--- src/rtl/srx_pkg.sv ---
package srx_pkg;

   typedef enum logic [2:0] {
      ST_IDLE,
      ST_START,
      ST_DATA,
      ST_PAR,
      ST_STOP,
      ST_BRKW,
      ST_STOP2,
      ST_WAITHI
   } srx_state_e;

   function automatic logic par_expect(input logic ones_xor, input logic odd_mode);
      return ones_xor ^ odd_mode;
   endfunction

endpackage

--- src/rtl/srx_tick_gen.sv ---
module srx_tick_gen #(
   parameter int DIV_W = 12
) (
   input  logic             clk,
   input  logic             rst_n,
   input  logic [DIV_W-1:0] div,
   output logic             tick
);

   logic [DIV_W-1:0] cnt;
   logic [DIV_W-1:0] lim;

   generate
      if (DIV_W < 1) begin : g_bad_div_w
         $error("srx_tick_gen: DIV_W must be at least 1");
      end
   endgenerate

   always_comb begin
      lim = (div == '0) ? '0 : div - 1'b1;
   end

   always_ff @(posedge clk or negedge rst_n) begin
      if (!rst_n) begin
         cnt  <= '0;
         tick <= 1'b0;
      end else if (cnt >= lim) begin
         cnt  <= '0;
         tick <= 1'b1;
      end else begin
         cnt  <= cnt + 1'b1;
         tick <= 1'b0;
      end
   end

   // with a divisor above one, ticks never come back to back
   p_tick_gap_r9: assert property (@(posedge clk) disable iff (!rst_n)
      (tick && lim != '0) |=> (!tick || !$stable(div)));

endmodule

--- src/rtl/srx_sync.sv ---
module srx_sync #(
   parameter int STAGES = 2
) (
   input  logic clk,
   input  logic rst_n,
   input  logic d,
   output logic q
);

   generate
      if (STAGES < 0) begin : g_bad_stages
         $error("srx_sync: STAGES must not be negative");
      end
      if (STAGES == 0) begin : g_pass
         assign q = d;
      end else begin : g_chain
         logic [STAGES-1:0] pipe;
         always_ff @(posedge clk or negedge rst_n) begin
            if (!rst_n) pipe <= '1;
            else        pipe <= {pipe[STAGES-2 >= 0 ? STAGES-2 : 0 : 0], d} & {STAGES{1'b1}};
         end
         assign q = pipe[STAGES-1];
      end
   endgenerate

endmodule

--- src/rtl/srx_frame_fsm.sv ---
module srx_frame_fsm
   import srx_pkg::*;
#(
   parameter int OVS      = 16,
   parameter int DATA_MAX = 8,
   parameter int LEN_W    = 2
) (
   input  logic                clk,
   input  logic                rst_n,
   input  logic                tick,
   input  logic                rx_s,
   input  logic [LEN_W-1:0]    len_sel,
   input  logic                par_en,
   input  logic                par_odd,
   input  logic                stop_two,
   output logic [DATA_MAX-1:0] data,
   output logic                valid,
   output logic                par_err,
   output logic                frm_err,
   output logic                brk
);

   localparam int HALF     = OVS / 2;
   localparam int CNT_W    = $clog2(2 * OVS);
   localparam int BIDX_W   = (DATA_MAX > 1) ? $clog2(DATA_MAX) : 1;
   localparam int MIN_BITS = DATA_MAX - (1 << LEN_W) + 1;

   localparam logic [CNT_W-1:0] START_MID = CNT_W'(HALF - 1);
   localparam logic [CNT_W-1:0] BIT_END   = CNT_W'(OVS - 1);
   localparam logic [CNT_W-1:0] STOP2_END = CNT_W'(OVS + HALF - 1);
   localparam logic [CNT_W-1:0] BRK_ONE   = CNT_W'(HALF);
   localparam logic [CNT_W-1:0] BRK_TWO   = CNT_W'(OVS + HALF);

   generate
      if (OVS < 4 || (OVS % 2) != 0) begin : g_bad_ovs
         $error("srx_frame_fsm: OVS must be even and at least 4");
      end
      if (MIN_BITS < 1) begin : g_bad_len
         $error("srx_frame_fsm: LEN_W too wide for DATA_MAX");
      end
   endgenerate

   srx_state_e          state;
   logic [CNT_W-1:0]    cnt;
   logic [BIDX_W-1:0]   bidx;
   logic [DATA_MAX-1:0] shreg;
   logic                ones;
   logic                allz;
   logic                par_rx;

   int                  nbits;
   logic [BIDX_W-1:0]   last_bit;
   logic [DATA_MAX-1:0] aligned;
   logic                par_bad;
   logic [CNT_W-1:0]    brk_lim;

   always_comb begin
      nbits    = MIN_BITS + int'(len_sel);
      last_bit = BIDX_W'(nbits - 1);
      aligned  = shreg >> (DATA_MAX - nbits);
      par_bad  = par_en && (par_rx != par_expect(ones, par_odd));
      brk_lim  = stop_two ? BRK_TWO : BRK_ONE;
   end

   always_ff @(posedge clk or negedge rst_n) begin
      if (!rst_n) begin
         state   <= ST_IDLE;
         cnt     <= '0;
         bidx    <= '0;
         shreg   <= '0;
         ones    <= 1'b0;
         allz    <= 1'b1;
         par_rx  <= 1'b0;
         valid   <= 1'b0;
         data    <= '0;
         par_err <= 1'b0;
         frm_err <= 1'b0;
         brk     <= 1'b0;
      end else begin
         valid   <= 1'b0;
         par_err <= 1'b0;
         frm_err <= 1'b0;
         brk     <= 1'b0;
         if (tick) begin
            case (state)
               ST_IDLE: begin
                  if (!rx_s) begin
                     state <= ST_START;
                     cnt   <= '0;
                  end
               end
               ST_START: begin
                  if (cnt == START_MID) begin
                     cnt   <= '0;
                     bidx  <= '0;
                     shreg <= '0;
                     ones  <= 1'b0;
                     allz  <= 1'b1;
                     state <= rx_s ? ST_IDLE : ST_DATA;
                  end else begin
                     cnt <= cnt + 1'b1;
                  end
               end
               ST_DATA: begin
                  if (cnt == BIT_END) begin
                     cnt   <= '0;
                     shreg <= {rx_s, shreg[DATA_MAX-1:1]};
                     ones  <= ones ^ rx_s;
                     allz  <= allz & ~rx_s;
                     if (bidx == last_bit) state <= par_en ? ST_PAR : ST_STOP;
                     else                  bidx  <= bidx + 1'b1;
                  end else begin
                     cnt <= cnt + 1'b1;
                  end
               end
               ST_PAR: begin
                  if (cnt == BIT_END) begin
                     cnt    <= '0;
                     par_rx <= rx_s;
                     allz   <= allz & ~rx_s;
                     state  <= ST_STOP;
                  end else begin
                     cnt <= cnt + 1'b1;
                  end
               end
               ST_STOP: begin
                  if (cnt == BIT_END) begin
                     cnt <= '0;
                     if (rx_s) begin
                        valid   <= 1'b1;
                        data    <= aligned;
                        par_err <= par_bad;
                        state   <= stop_two ? ST_STOP2 : ST_IDLE;
                     end else if (allz) begin
                        state <= ST_BRKW;
                     end else begin
                        valid   <= 1'b1;
                        data    <= aligned;
                        par_err <= par_bad;
                        frm_err <= 1'b1;
                        state   <= ST_WAITHI;
                     end
                  end else begin
                     cnt <= cnt + 1'b1;
                  end
               end
               ST_BRKW: begin
                  if (rx_s) begin
                     valid   <= 1'b1;
                     data    <= '0;
                     par_err <= par_bad;
                     frm_err <= 1'b1;
                     cnt     <= '0;
                     state   <= ST_IDLE;
                  end else if (cnt == brk_lim) begin
                     valid <= 1'b1;
                     data  <= '0;
                     brk   <= 1'b1;
                     cnt   <= '0;
                     state <= ST_WAITHI;
                  end else begin
                     cnt <= cnt + 1'b1;
                  end
               end
               ST_STOP2: begin
                  if (cnt == STOP2_END) begin
                     cnt   <= '0;
                     state <= ST_IDLE;
                  end else begin
                     cnt <= cnt + 1'b1;
                  end
               end
               ST_WAITHI: begin
                  if (rx_s) state <= ST_IDLE;
               end
               default: state <= ST_IDLE;
            endcase
         end
      end
   end

   // one-clock strobe per character
   p_valid_single_r7: assert property (@(posedge clk) disable iff (!rst_n)
      valid |=> !valid);

   // flags appear only together with the strobe
   p_flags_with_valid_r7: assert property (@(posedge clk) disable iff (!rst_n)
      (par_err || frm_err || brk) |-> valid);

   // a break carries zero data and no other flag
   p_brk_clean_r6: assert property (@(posedge clk) disable iff (!rst_n)
      brk |-> (data == '0 && !frm_err && !par_err));

   // no new start while the line remains low after a break or framing error
   p_waithi_hold_r6: assert property (@(posedge clk) disable iff (!rst_n)
      (state == ST_WAITHI && !rx_s) |=> (state == ST_WAITHI));

   // a start that is high again at its midpoint is dropped
   p_glitch_drop_r2: assert property (@(posedge clk) disable iff (!rst_n)
      (state == ST_START && tick && cnt == START_MID && rx_s) |=> (state == ST_IDLE));

   // bits above the configured width read zero
   p_width_r3: assert property (@(posedge clk) disable iff (!rst_n)
      valid |-> ((data >> nbits) == '0));

endmodule

--- src/rtl/serial_rx_brk.sv ---
module serial_rx_brk #(
   parameter int DIV_W       = 12,
   parameter int OVS         = 16,
   parameter int DATA_MAX    = 8,
   parameter int LEN_W       = 2,
   parameter int SYNC_STAGES = 2
) (
   input  logic                clk,
   input  logic                rst_n,
   input  logic [DIV_W-1:0]    baud_div,
   input  logic [LEN_W-1:0]    len_sel,
   input  logic                par_en,
   input  logic                par_odd,
   input  logic                stop_two,
   input  logic                rx_line,
   output logic [DATA_MAX-1:0] rx_data,
   output logic                rx_valid,
   output logic                rx_par_err,
   output logic                rx_frm_err,
   output logic                rx_break
);

   logic tick;
   logic rx_s;

   srx_tick_gen #(
      .DIV_W (DIV_W)
   ) u_tick (
      .clk   (clk),
      .rst_n (rst_n),
      .div   (baud_div),
      .tick  (tick)
   );

   srx_sync #(
      .STAGES (SYNC_STAGES)
   ) u_sync (
      .clk   (clk),
      .rst_n (rst_n),
      .d     (rx_line),
      .q     (rx_s)
   );

   srx_frame_fsm #(
      .OVS      (OVS),
      .DATA_MAX (DATA_MAX),
      .LEN_W    (LEN_W)
   ) u_fsm (
      .clk      (clk),
      .rst_n    (rst_n),
      .tick     (tick),
      .rx_s     (rx_s),
      .len_sel  (len_sel),
      .par_en   (par_en),
      .par_odd  (par_odd),
      .stop_two (stop_two),
      .data     (rx_data),
      .valid    (rx_valid),
      .par_err  (rx_par_err),
      .frm_err  (rx_frm_err),
      .brk      (rx_break)
   );

endmodule

--- config.mk ---
export PLATFORM = sky130hd
export DESIGN_NAME = serial_rx_brk
export DESIGN_NICKNAME = d
export VERILOG_FILES = /design/src/rtl/srx_pkg.sv /design/src/rtl/srx_tick_gen.sv /design/src/rtl/srx_sync.sv /design/src/rtl/srx_frame_fsm.sv /design/src/rtl/serial_rx_brk.sv
export SDC_FILE = /design/constraint.sdc
export NUM_CORES = 1
export LEC_CHECK = 0
export ABC_CLOCK_PERIOD_IN_PS = 2000
export BUFFER_PORTS_ARGS = -buffer_cell sky130_fd_sc_hd__buf_2
export CAP_MARGIN = 20
export CORE_ASPECT_RATIO = 0.75
export CORE_MARGIN = 8
export CORE_UTILIZATION = 35
export CTS_CLUSTER_DIAMETER = 100
export DETAILED_ROUTE_END_ITERATION = 12
export GPL_TIMING_DRIVEN = 0
export PLACE_DENSITY = 0.62
export SKIP_CTS_REPAIR_TIMING = 1
export SLEW_MARGIN = 20
export SYNTH_ARGS = -nofsm -noshare
export SYNTH_HDL_FRONTEND = slang
export SYNTH_HIERARCHICAL = 1
export SYNTH_SLANG_ARGS = --single-unit
--- constraint.sdc ---
create_clock -name clk -period 2 [get_ports clk]
set_input_delay 0.2 -clock clk [delete_from_list [all_inputs] [get_ports clk]]
set_output_delay 0.2 -clock clk [all_outputs]
set_load 0.05 [all_outputs]
; ---- Word level (Yosys, flattened, before mapping)
; Index checks and enable logic that the tools add are counted.
[classes]
addsub = 7
shifts = 1
n_bitwise = 4
order_cmp = 1
reduce_logical = 16
eq_ne = 25
muxes = 67
[ops]
columns = op, count
row1 = 8-bit two-way mux, 7
row2 = 3-bit two-way mux, 16
row3 = 5-bit two-way mux, 7
row4 = 8-bit one-hot mux with 2 select lines, 2
row5 = 8-bit by 32-bit >> shifter with 8-bit output, 1
row6 = 5-bit one-hot mux with 5 select lines, 1
row7 = 12-bit two-way mux, 2
row8 = 3-bit one-hot mux with 8 select lines, 1
row9 = 1-bit two-way mux, 23
row10 = 2-bit by 1-bit != test with 1-bit output (second input constant), 7
row11 = 12-bit by 1-bit adder with 12-bit output (second input constant), 1
row12 = 3-bit equality test (second input constant), 4
row13 = 12-bit >= comparator, 1
row14 = 12-bit zero test, 1
row15 = 12-bit by 1-bit subtractor with 12-bit output (second input constant), 1
row16 = 1-bit one-hot mux with 2 select lines, 5
row17 = 10-bit AND reduction, 1
row18 = 5-bit AND reduction, 2
row19 = 4-bit AND reduction, 2
row20 = 3-bit by 2-bit equality test with 1-bit output (second input constant), 2
row21 = 2-bit != test (second input constant), 3
row22 = 3-bit one-hot mux with 2 select lines, 1
row23 = 3-bit AND reduction, 2
row24 = 2-bit nonzero test, 3
row25 = 23 further kinds, 25
[word_totals]
word_cells = 136
regBits = 49
input_bits = 20
out_inout_bits = 12

; ---- Logic depth before layout (Yosys ltp)
; Gate-level depths: netlist of run 1.
[logic_depth]
word_depth = 8
depth_mapped = 12

; ---- Modules after synthesis
; The synthesis of run 1 kept the hierarchy.
[modules_own_cells]
columns = module, area_per_inst_um2, n_inst, cells_each
row1 = srx_frame_fsm, 2200.9, 1, 230
row2 = srx_tick_gen, 1192.4, 1, 134
row3 = srx_sync, 52.6, 1, 2

; ---- Worst setup path before layout of run 1
; Ideal clock, no wire load.
[synth_path]
path_kind = input -> register
startpoint = in baud_div[0]
endpoint = reg u_tick.cnt[10]
path_stages = 11
t_arrival_ps = 2467
path_slack_ps = -609
n_path_buf = 1
setup_ps = 142
t_required_ps = 1858
path_cell_list = inv_1 -> ha_1 -> or4b_4 -> nor4_1 -> xor2_1 -> nand2_1 -> ha_1 -> nand4_1 -> nor3_1 -> clkbuf_1 -> a211oi_1
[synth_via]
elab_chain_cells = 4
elab_cells_between_ends = 5
classes_between = add/sub: 1 / order compare: 1 / mux: 2 / reduce/logical: 1
[synth_lines]
columns = item, line
row1 = from (decl), serial_rx_brk.sv:10  ; input logic [DIV_W-1:0] baud_div,
row2 = 12-bit by 1-bit subtractor with 12-bit output / 12-bit zero test (equally long branches), srx_tick_gen.sv:20  ; lim = (div == '0) ? '0 : div - 1'b1;
row3 = 12-bit two-way mux *, srx_tick_gen.sv:20
row4 = 12-bit >= comparator *, srx_tick_gen.sv:27  ; end else if (cnt >= lim) begin
row5 = 12-bit two-way mux *, srx_tick_gen.sv:27
row6 = to (signal assigned), srx_tick_gen.sv:31  ; cnt <= cnt + 1'b1;
row7 = to (decl), srx_tick_gen.sv:10  ; logic [DIV_W-1:0] cnt;
; Mark *: on every way between the ends. The rest lies on a longest branch, timed or not.
; A chain may end at the register's enable or synchronous reset.

; ---- Final worst setup path of run 1
[layout_path]
startpoint = in baud_div[6]
endpoint = reg u_tick.cnt[10]
; The elaborated chain is that of the path after synthesis.

==> results.yml, run 1 <==
status:
  status: "finished with violations"
  violations: "negative setup slack"
floorplan:
  num_io_pins: 32
  die_h_um: 102
  initial_core_util_pct: 35.8
  dieArea_sq_um: 13300
  core_sq_um: 9620
  die_w_um: 131
  fp-row-count: 31
drt:
  drt_iter0_drc: 175
  drtAntennaViolNets: 0
  via_per_inst: 5.22
  firstDrtPassIters: 4
  routed_wl_um: 7960
  wl_per_cell_um: 14.4
  drc: 0
  num_vias: 2893
sta:
  worst_pin_slew_ps: 627
  rsz0062_at_grt: "true"
  min_period_over_period_pct: 122
  max_freq_ghz: 0.410
  skew_ps: 4.40
  setup_ws_ps: -439
  slew-limit-headroom_pct: 58.2
  slew_viol_final: 0
  finalHoldViolations: 0
  setup_violations: 18
  final.min_clock_period_ps: 2440
clock_tree:
  clock-root-buffer: "clkbuf_16"
  cts_sinks: 49
  cts_made_buffers: 5
  cts_tree: "done"
  cts_buffer_depth: 2
  htree_levels: 2
  clkLatencyLatePin_ps: 280
  clkTransAtPathRegs_ps: 60
place:
  dp.cells: 528
  post_dp_cell_area_sq_um: 3840
  hpwl_um: 5720
  gp_congestion: 0.875
  port_buffers: 30
  place_ws_ps: -723
final_layout:
  fin_cells: 554
  final_area_sq_um: 4410
  nFillCells: 934
  drive_above_1_share_pct: 32.0
  utilization_pct: 45.8
  num_antenna_cells: 0
  synthToLayoutAreaGrowth_pct: 27.9
  nets: 464
pwr:
  pwr-share-comb_pct: 32.6
  p_switching_uw: 1080
  p_int_uw: 2000
  peakVddDrop_v: 0.000343
  power_frac_seq_pct: 41.5
  clkPwrFrac_pct: 25.9
  power.share.switching_pct: 35.0
  leakage_uw: 0.00186
  p_per_area_nw_per_um2: 699
  power_uw: 3080
grt:
  antenna_found_initial: 0
  track_usage_pct: 11.7
  grt_first_pass_wirelength_um: 12600
  grt_pass1_vias: 2661
  grt_max_degree: 50
  grt_overflow: 0
yosys:
  ys_types: 56
  synth_area_sq_um: 3450
  synth_edf_count: 0
  synthCells: 366
  yosysWarnings: 6
  synth_flop_cell: "dfrtp_1"
  synthArstFlopShare_pct: 100
  synth_fp_nets: 409
  synthTopCellsByArea: "dfrtp_1 (33%), ha_1 (8.4%), nand2_1 (5.2%)"
  post-synth-top-area-cell: "dfrtp_1"
  synth-seq-area-share_pct: 35.7
  yosysTopAreaCellShare_pct: 33.4
  synth_seq_cells: 49
  avgSynthCellArea_sq_um: 9.41
critical_path:
  rr_worst_depth: 9
  rr_startpoint: "u_fsm/cnt[0]"
  crit_path_max_fanout: 5
  r2r_end: "u_fsm/state[0]"
  worstPathRequired_ps: 2160
  worstSetupStartpointType: "input port"
  cp-end-kind: "flip-flop"
  reg2reg_slack_ps: -70
  path_class: "input port to flip-flop"
  cp.arrival_ps: 2600
hold_path:
  hold_path_end: "u_sync/g_chain.pipe[0]"
  hp-class: "input port to flip-flop"
  min_from: "rx_line"
  min_path_cells: 1
run:
  max-cap-violations: 0
-- sequential cells by signal, summed over array words and instances, names as in the netlist --
signal / count
u_fsm/par_rx: 1
u_fsm/brk: 1
u_fsm/cnt: 5
u_fsm/par_err: 1
u_sync/g_chain.pipe: 2
u_fsm/ones: 1
u_fsm/state: 3
u_fsm/data: 8
u_fsm/frm_err: 1
u_fsm/shreg: 8
u_fsm/allz: 1
u_fsm/bidx: 3
u_fsm/valid: 1
u_tick/tick: 1
u_tick/cnt: 12
-- worst max-delay path, cell delays in order --
cell       delay [ps]
buf_12            100
or4_4             580
nor3_4            290
nor3b_2           210
o21ai_1            80
ha_1              300
nand4_1           210
o221ai_4          380
clkbuf_16         210
a211oi_1           40
-- cell usage after synthesis, types with 6 or more instances --
cell	instances
a211oi_1	12
a21oi_1	15
clkbuf_1	8
dfrtp_1	46
ha_1	23
inv_1	20
mux2_2	9
nand2_1	48
nand2b_1	7
nand3_1	11
nor2_1	22
nor2b_1	11
nor3_1	8
nor4_1	6
o21ai_0	15
xnor2_1	11
xor2_1	11
-- power by group through the flow --
stage	combinational, uW	clock (uW)	sequential (uW)
5_1_grt	1120	887	1310
3_3_place_gp	843	0	1280
4_1_cts	879	830	1270
2_1_floorplan	672	0	1240
3_5_place_dp	874	0	1290
6_report	1000	798	1280
-- cell usage in the layout, fill, tap and decap left out, types with 5 or more instances in the layout --
master	Yosys	routed
a211oi_1	12	10
a21oi_1	15	14
buf_2	3	26
buf_4	0	15
buf_6	4	10
clkbuf_1	8	6
clkbuf_16	0	6
dfrtp_1	46	45
ha_1	23	19
inv_1	20	14
mux2_4	0	6
mux4_2	5	5
nand2_1	48	45
nand2b_1	7	7
nand3_1	11	9
nor2_1	22	20
nor2b_1	11	9
nor3_1	8	5
o21ai_0	15	8
o21ai_1	0	6
o22ai_1	5	5
xnor2_1	11	11
xor2_1	11	11
-- worst max path at each step --
stage | startpoint | slack (ps) | endpoint | cells after the start
6_report | baud_div[6] | -440 | u_tick/cnt[10] | 10
4_1_cts | baud_div[6] | -430 | u_tick/cnt[2] | 11
5_1_grt | baud_div[6] | -520 | u_tick/cnt[3] | 10
3_3_place_gp | baud_div[6] | -720 | u_tick/cnt[3] | 10
3_5_place_dp | baud_div[6] | -720 | u_tick/cnt[2] | 11
2_1_floorplan | baud_div[6] | -290 | u_tick/cnt[1] | 9
-- per-layer routing --
layer	GRT usage, %	wire [um]
met1	16.2	3950
met2	18.1	3640
met3	2.40	310
met4	2.90	62
met5	0	0
-- final cells by class --
type                    count  area [sq um]  share of cell area (%)
plain buffers              17           149                    3.38
clock buffers               6           129                    2.92
clock inverters             2          10.0                   0.227
inverters                  20          80.1                    1.82
multi-input cells         280          2280                    51.7
flip-flops and latches     49          1230                    27.9
well taps                 132           165                    3.75
repair buffers             48           367                    8.32
-- through the flow --
step                      setup TNS, ps  hold slack [ps]
after floorplan                   -3420            -95.6
after global placement           -11170              307
after detailed placement         -12580              271
after CTS                         -9370            -35.1
after global routing              -7510             2.96
final                             -5400             14.6
-- cell families after synthesis --
kind of cell	synth area share, %
compound gates	16.4
xor+xnor	5.59
fa+ha+maj	8.35
buf+inv	5.48
flops	35.7
mux	7.08
simple gates	21.4
Note: power is estimated with default switching activity, not from simulation.
==> inputs of run 2 (changes only) <==
ABC_AREA = 1   (was default)
BUFFER_PORTS_ARGS = default   (was -buffer_cell sky130_fd_sc_hd__buf_2)
DONT_BUFFER_PORTS = 1   (was default)
PLACE_DENSITY = 0.59   (was 0.62)
==> run 2 against run 1 <==
Net effect:
- the run now ends clean
- area after synthesis increased by 3.2%
- die area rose by 2.8%
- synthesized cell count up 34%
- sequential share of layout area up 2.9 points
- clock power grew 21%
- critical path type is now flip-flop to flip-flop
- highest routed layer unchanged
==> results.yml, run 2 <==
pwr:
  power_frac_seq_pct: 39.3
  peakVddDrop_v: 0.000382
  clkPwrFrac_pct: 28.9
  power_uw: 3350
  p_int_uw: 2160
  power.share.switching_pct: 35.6
  p_per_area_nw_per_um2: 840
  p_switching_uw: 1190
  leakage_uw: 0.00198
  pwr-share-comb_pct: 31.9
clock_tree:
  clkTransAtPathRegs_ps: 70
  clkLatencyLatePin_ps: 290
  cts_tree: "done"
  cts_made_buffers: 5
  clock-root-buffer: "clkbuf_16"
  htree_levels: 2
  cts_buffer_depth: 2
  cts_sinks: 49
place:
  port_buffers: 0
  dp.cells: 625
  gp_congestion: 0.840
  post_dp_cell_area_sq_um: 3730
  hpwl_um: 5860
critical_path:
  reg2reg_slack_ps: 130
  cp-end-kind: "flip-flop"
  worstSetupStartpointType: "flip-flop"
  rr_worst_depth: 11
  r2r_end: "u_fsm/shreg[7]"
  crit_path_max_fanout: 10
  rr_startpoint: "u_fsm/cnt[0]"
  path_class: "flip-flop to flip-flop"
  cp.arrival_ps: 2100
  worstPathRequired_ps: 2230
floorplan:
  core_sq_um: 10100
  die_h_um: 103
  dieArea_sq_um: 13700
  fp-row-count: 32
  num_io_pins: 32
  initial_core_util_pct: 35.3
  die_w_um: 132
final_layout:
  num_antenna_cells: 0
  final_area_sq_um: 3990
  fin_cells: 640
  drive_above_1_share_pct: 17.9
  largest_reg_flops: 12
  final_common_cell: "nand2_1"
  most-common-layout-cells: "nand2_1 (153), inv_1 (57), dfrtp_1 (46)"
  top_regs: "u_tick/cnt (12), u_fsm/data (8), u_fsm/shreg (8)"
  synthToLayoutAreaGrowth_pct: 12.2
  nets: 546
  top_register: "u_tick/cnt"
yosys:
  yosys-top-cells-count: "nand2_1 (154), inv_1 (58), dfrtp_1 (46), nand3_1 (35), nor2_1 (35)"
  synth_fp_nets: 532
  synth_flop_cell: "dfrtp_1"
  synthCells: 489
  ys_types: 32
  synth-seq-area-share_pct: 34.6
  synth_seq_cells: 49
  yosysTopAreaCellShare_pct: 32.4
  post-synth-top-area-cell: "dfrtp_1"
  yosysWarnings: 6
  avgSynthCellArea_sq_um: 7.27
  synth_area_sq_um: 3560
  synth_edf_count: 0
  synthTopCellsByArea: "dfrtp_1 (32%), nand2_1 (16%), ha_1 (8.1%)"
  yosys.cell_count.top_type: "nand2_1"
  synthArstFlopShare_pct: 100
hold_path:
  min_path_cells: 2
  hp-class: "input port to flip-flop"
  hold_path_end: "u_fsm/par_err"
  min_from: "par_en"
drt:
  drc: 0
  wl_per_cell_um: 11.6
  routed_wl_um: 7430
  num_vias: 2996
  via_per_inst: 4.68
  drt_iter0_drc: 146
  drtAntennaViolNets: 0
  firstDrtPassIters: 4
sta:
  min_period_over_period_pct: 93.7
  slew_viol_final: 0
  finalHoldViolations: 0
  setup_violations: 0
  max_freq_ghz: 0.534
  skew_ps: 9.30
  final.min_clock_period_ps: 1870
  hold_ws_ps: 32.3
  worst_pin_slew_ps: 496
  slew-limit-headroom_pct: 66.9
grt:
  antenna_found_initial: 0
  grt_overflow: 0
  grt_max_degree: 50
  grt_first_pass_wirelength_um: 13100
  track_usage_pct: 11.4
  grt_pass1_vias: 2881
run:
  max-cap-violations: 0
status:
  status: "finished, final reports clean"
==> run 2: cell type report <==
class	count	area [sq um]
Fill cell	1053	6100
Multi-Input combinational cell	369	2030
Buffer	7	70.1
Clock buffer	5	125
Clock inverter	3	46.3
Timing Repair Buffer	7	77.6
Sequential cell	49	1230
Tap cell	136	170
Inverter	64	240
==> run 2: worst max path at each step <==
| stage | from | endpoint | cells past startpoint |
|---|---|---|---|
| 6_report | u_fsm/cnt[0] | u_fsm/shreg[7] | 11 |
| 5_1_grt | u_fsm/cnt[0] | u_fsm/data[5] | 12 |
| 4_1_cts | u_fsm/cnt[0] | u_fsm/data[2] | 12 |
| 3_5_place_dp | u_fsm/cnt[0] | u_fsm/data[3] | 12 |
| 3_3_place_gp | baud_div[0] | u_tick/cnt[2] | 17 |
| 2_1_floorplan | baud_div[0] | u_tick/cnt[5] | 17 |
==> run 2: kinds of logic after synthesis <==
group	Yosys count	share of synthesized area (%)
XOR/XNOR	14	3.45
flip-flops	49	34.6
AND/OR/NAND/NOR	282	37.0
adder cells (fa/ha/maj)	23	8.09
buffers and inverters	71	8.65
AO/OA/AOI/OAI	50	8.23
==> run 2: per-stage QoR <==
| step | TNS (ps) | setup slack, ps | util [%] |
|---|---|---|---|
| 3_5_place_dp | -1050 | -86.8 | 36.9 |
| 2_1_floorplan | 0 | 169 | - |
| 6_report | 0 | 127 | 39.6 |
| 3_3_place_gp | -839 | -60.3 | 36.9 |
| 4_1_cts | -484 | -84.2 | 38.6 |
| 5_1_grt | -7.60 | -7.60 | 39.6 |
==> run 2: per-layer routing <==
layer	global-route usage [%]	wire length, um	vias to the layer above
li1	-	-	1572
met1	15.2	3810	1378
met2	18.3	3240	42
met3	3.28	344	4
met4	2.35	28	0
met5	0	0	-
==> run 2: worst max-delay path: stages (launching register included) <==
cell and delay, ps:
dfrtp_1 400, ha_1 210, nand2_1 120, nor2_2 60, ha_2 200, buf_4 130, nor2_2 210, nor2_4 70
nand3_4 120, buf_8 170, nand2_1 70, o21ai_2 50
==> run 2: power groups by stage <==
stage                     clock network (uW)  registers [uW]  logic [uW]
after detailed placement                   0            1340        1000
after global routing                    1050            1340        1250
final                                    968            1320        1070
after floorplan                            0            1290         846
after CTS                               1010            1320        1010
after global placement                     0            1330         981
==> inputs of run 3 (changes only) <==
BUFFER_PORTS_ARGS = -buffer_cell sky130_fd_sc_hd__buf_2   (was default)
CELL_PAD_IN_SITES_DETAIL_PLACEMENT = 0   (was default)
CELL_PAD_IN_SITES_GLOBAL_PLACEMENT = 2   (was default)
CORE_UTILIZATION = 31   (was 35)
DONT_BUFFER_PORTS = default   (was 1)
PLACE_DENSITY = 0.84   (was 0.59)
==> run 3 against run 2 <==
Net effect:
- critical path depth rose by 1
- largest cell class unchanged
- flip-flop and latch count is the same
- fmax decreased by 0.55%
- via count is 2.1% higher
- sequential share of layout area decreased by 1.5 points
- largest power group unchanged
- clock skew fell by 4.1 ps
- final cell count grew 5.9%
==> results.yml, run 3 (synthesized netlist as in run 2, its figures left out) <==
floorplan:
  fp-row-count: 34
  num_io_pins: 32
  core_sq_um: 11400
  die_w_um: 140
  dieArea_sq_um: 15200
  die_h_um: 109
  initial_core_util_pct: 31.2
sta:
  setup_tns_ps: 0
  finalHoldViolations: 0
  min_period_over_period_pct: 94.2
  hold_ws_ps: 164
  max_freq_ghz: 0.531
  slew_viol_final: 0
  final.min_clock_period_ps: 1880
  worst_pin_slew_ps: 647
  skew_ps: 5.16
  setup_violations: 0
  slew-limit-headroom_pct: 56.9
critical_path:
  slowest_delay_ps: 370
  reg2reg_slack_ps: 120
  rr_startpoint: "u_fsm/cnt[0]"
  crit_path_max_fanout: 10
  rr_worst_depth: 12
  worstSetupStartpointType: "flip-flop"
  worstPathRequired_ps: 2170
  cp-end-kind: "flip-flop"
  cpMostUsedCell: "nor2_2"
  crit_buf_inv: 2
  cpMaxStageDelayCell: "dfrtp_1"
  critPathTopFamily: "simple AND/OR/NAND/NOR gates"
  r2r_end: "u_fsm/data[7]"
  cp.arrival_ps: 2050
  path_class: "flip-flop to flip-flop"
  cp_cell_sequence: "ha_1 -> nand2_2 -> nor2_2 -> ha_2 -> inv_1 -> nor2_2 -> nor2_1 -> nor2_2 -> nand2_2 -> buf_6 -> nand2_1 -> o21ai_1"
clock_tree:
  clock-root-buffer: "clkbuf_16"
  clkLatencyLatePin_ps: 290
  cts_sinks: 49
  cts_buffer_depth: 2
  htree_levels: 2
  cts_made_buffers: 5
  clkTransAtPathRegs_ps: 70
  cts_tree: "done"
hold_path:
  min_from: "par_en"
  min_path_cells: 3
  hp-class: "input port to flip-flop"
  hold_path_end: "u_fsm/par_err"
pwr:
  power_frac_seq_pct: 38.4
  p_int_uw: 2220
  leakage_uw: 0.00212
  clkPwrFrac_pct: 29.0
  p_switching_uw: 1220
  peakVddDrop_v: 0.000450
  pwr-share-comb_pct: 32.6
  power.share.switching_pct: 35.5
  p_per_area_nw_per_um2: 820
drt:
  drtAntennaViolNets: 0
  via_per_inst: 4.51
  drt_iter0_drc: 203
  drc: 0
  wl_per_cell_um: 11.8
  routed_wl_um: 7980
  firstDrtPassIters: 4
  num_vias: 3058
grt:
  track_usage_pct: 10.6
  antenna_found_initial: 0
  grt_first_pass_wirelength_um: 13300
  grt_pass1_vias: 2793
  grt_overflow: 0
  grt_max_degree: 50
place:
  gp_congestion: 0.817
  dp.cells: 664
  hpwl_um: 6250
  post_dp_cell_area_sq_um: 3890
  port_buffers: 31
final_layout:
  drive_above_1_share_pct: 23.8
  nets: 576
  num_antenna_cells: 0
  top_regs: "u_tick/cnt (12), u_fsm/data (8), u_fsm/shreg (8)"
  most-common-layout-cells: "nand2_1 (151), inv_1 (57), dfrtp_1 (46)"
  synthToLayoutAreaGrowth_pct: 17.8
  largest_reg_flops: 12
  final_area_sq_um: 4190
  final_common_cell: "nand2_1"
  top_register: "u_tick/cnt"
  fin_cells: 678
status:
  status: "finished, final reports clean"
run:
  max-cap-violations: 0
## run 3: cell types whose count changed in the layout (fill, tap and decap cells not counted), sizes merged
cell	delta
buf	+30
clkinv	-1
clkbuf	+2
clkinvlp	-1
## run 3: per-stage QoR
step           utilization (%)  setup slack (ps)  total power [uW]
2_1_floorplan                -               169              2140
3_3_place_gp              34.1              -204              2380
3_5_place_dp              34.2              -255              2400
4_1_cts                   35.7              -131              3430
5_1_grt                   36.7             -16.5              3720
6_report                  36.7               116              3440
## run 3: how the worst max path moves through the flow
stage                                end          from  slack (ps)  cells after the start
after floorplan            u_tick/cnt[5]   baud_div[0]         170                     17
after global placement    u_tick/cnt[10]   baud_div[3]        -200                     16
after detailed placement   u_tick/cnt[9]   baud_div[3]        -250                     16
after CTS                  u_fsm/data[7]  u_fsm/cnt[0]        -130                     11
after global routing       u_tick/cnt[7]   baud_div[5]         -20                     16
final                      u_fsm/data[7]  u_fsm/cnt[0]         120                     12
## run 3: worst min-delay path: stages
cell and delay (ps):
buf_2 110, nand2_1 60, a211oi_1 40
## run 3: power groups by stage
stage | logic [uW] | clock network [uW] | registers (uW)
after floorplan | 846 | 0 | 1290
after global placement | 1040 | 0 | 1330
after detailed placement | 1060 | 0 | 1340
after CTS | 1070 | 1040 | 1320
after global routing | 1300 | 1070 | 1340
final | 1120 | 995 | 1320
## run 3: area by class of cell
class,instances,area [sq um]
fillers,1225,7210
multi-input cells,369,2080
flip-flops and latches,49,1230
inverters,64,240
repair buffers,37,208
well taps,144,180
clock buffers,7,143
plain buffers,7,82.6
clock inverters,1,30.0
## run 3: per-layer routing
layer / track usage, % / vias up / share of wire, %
met5: 0 / - / 0
met4: 3.47 / 0 / 1.2
met3: 2.10 / 7 / 3.1
met2: 16.2 / 30 / 42
met1: 14.9 / 1375 / 53
li1: - / 1646 / -
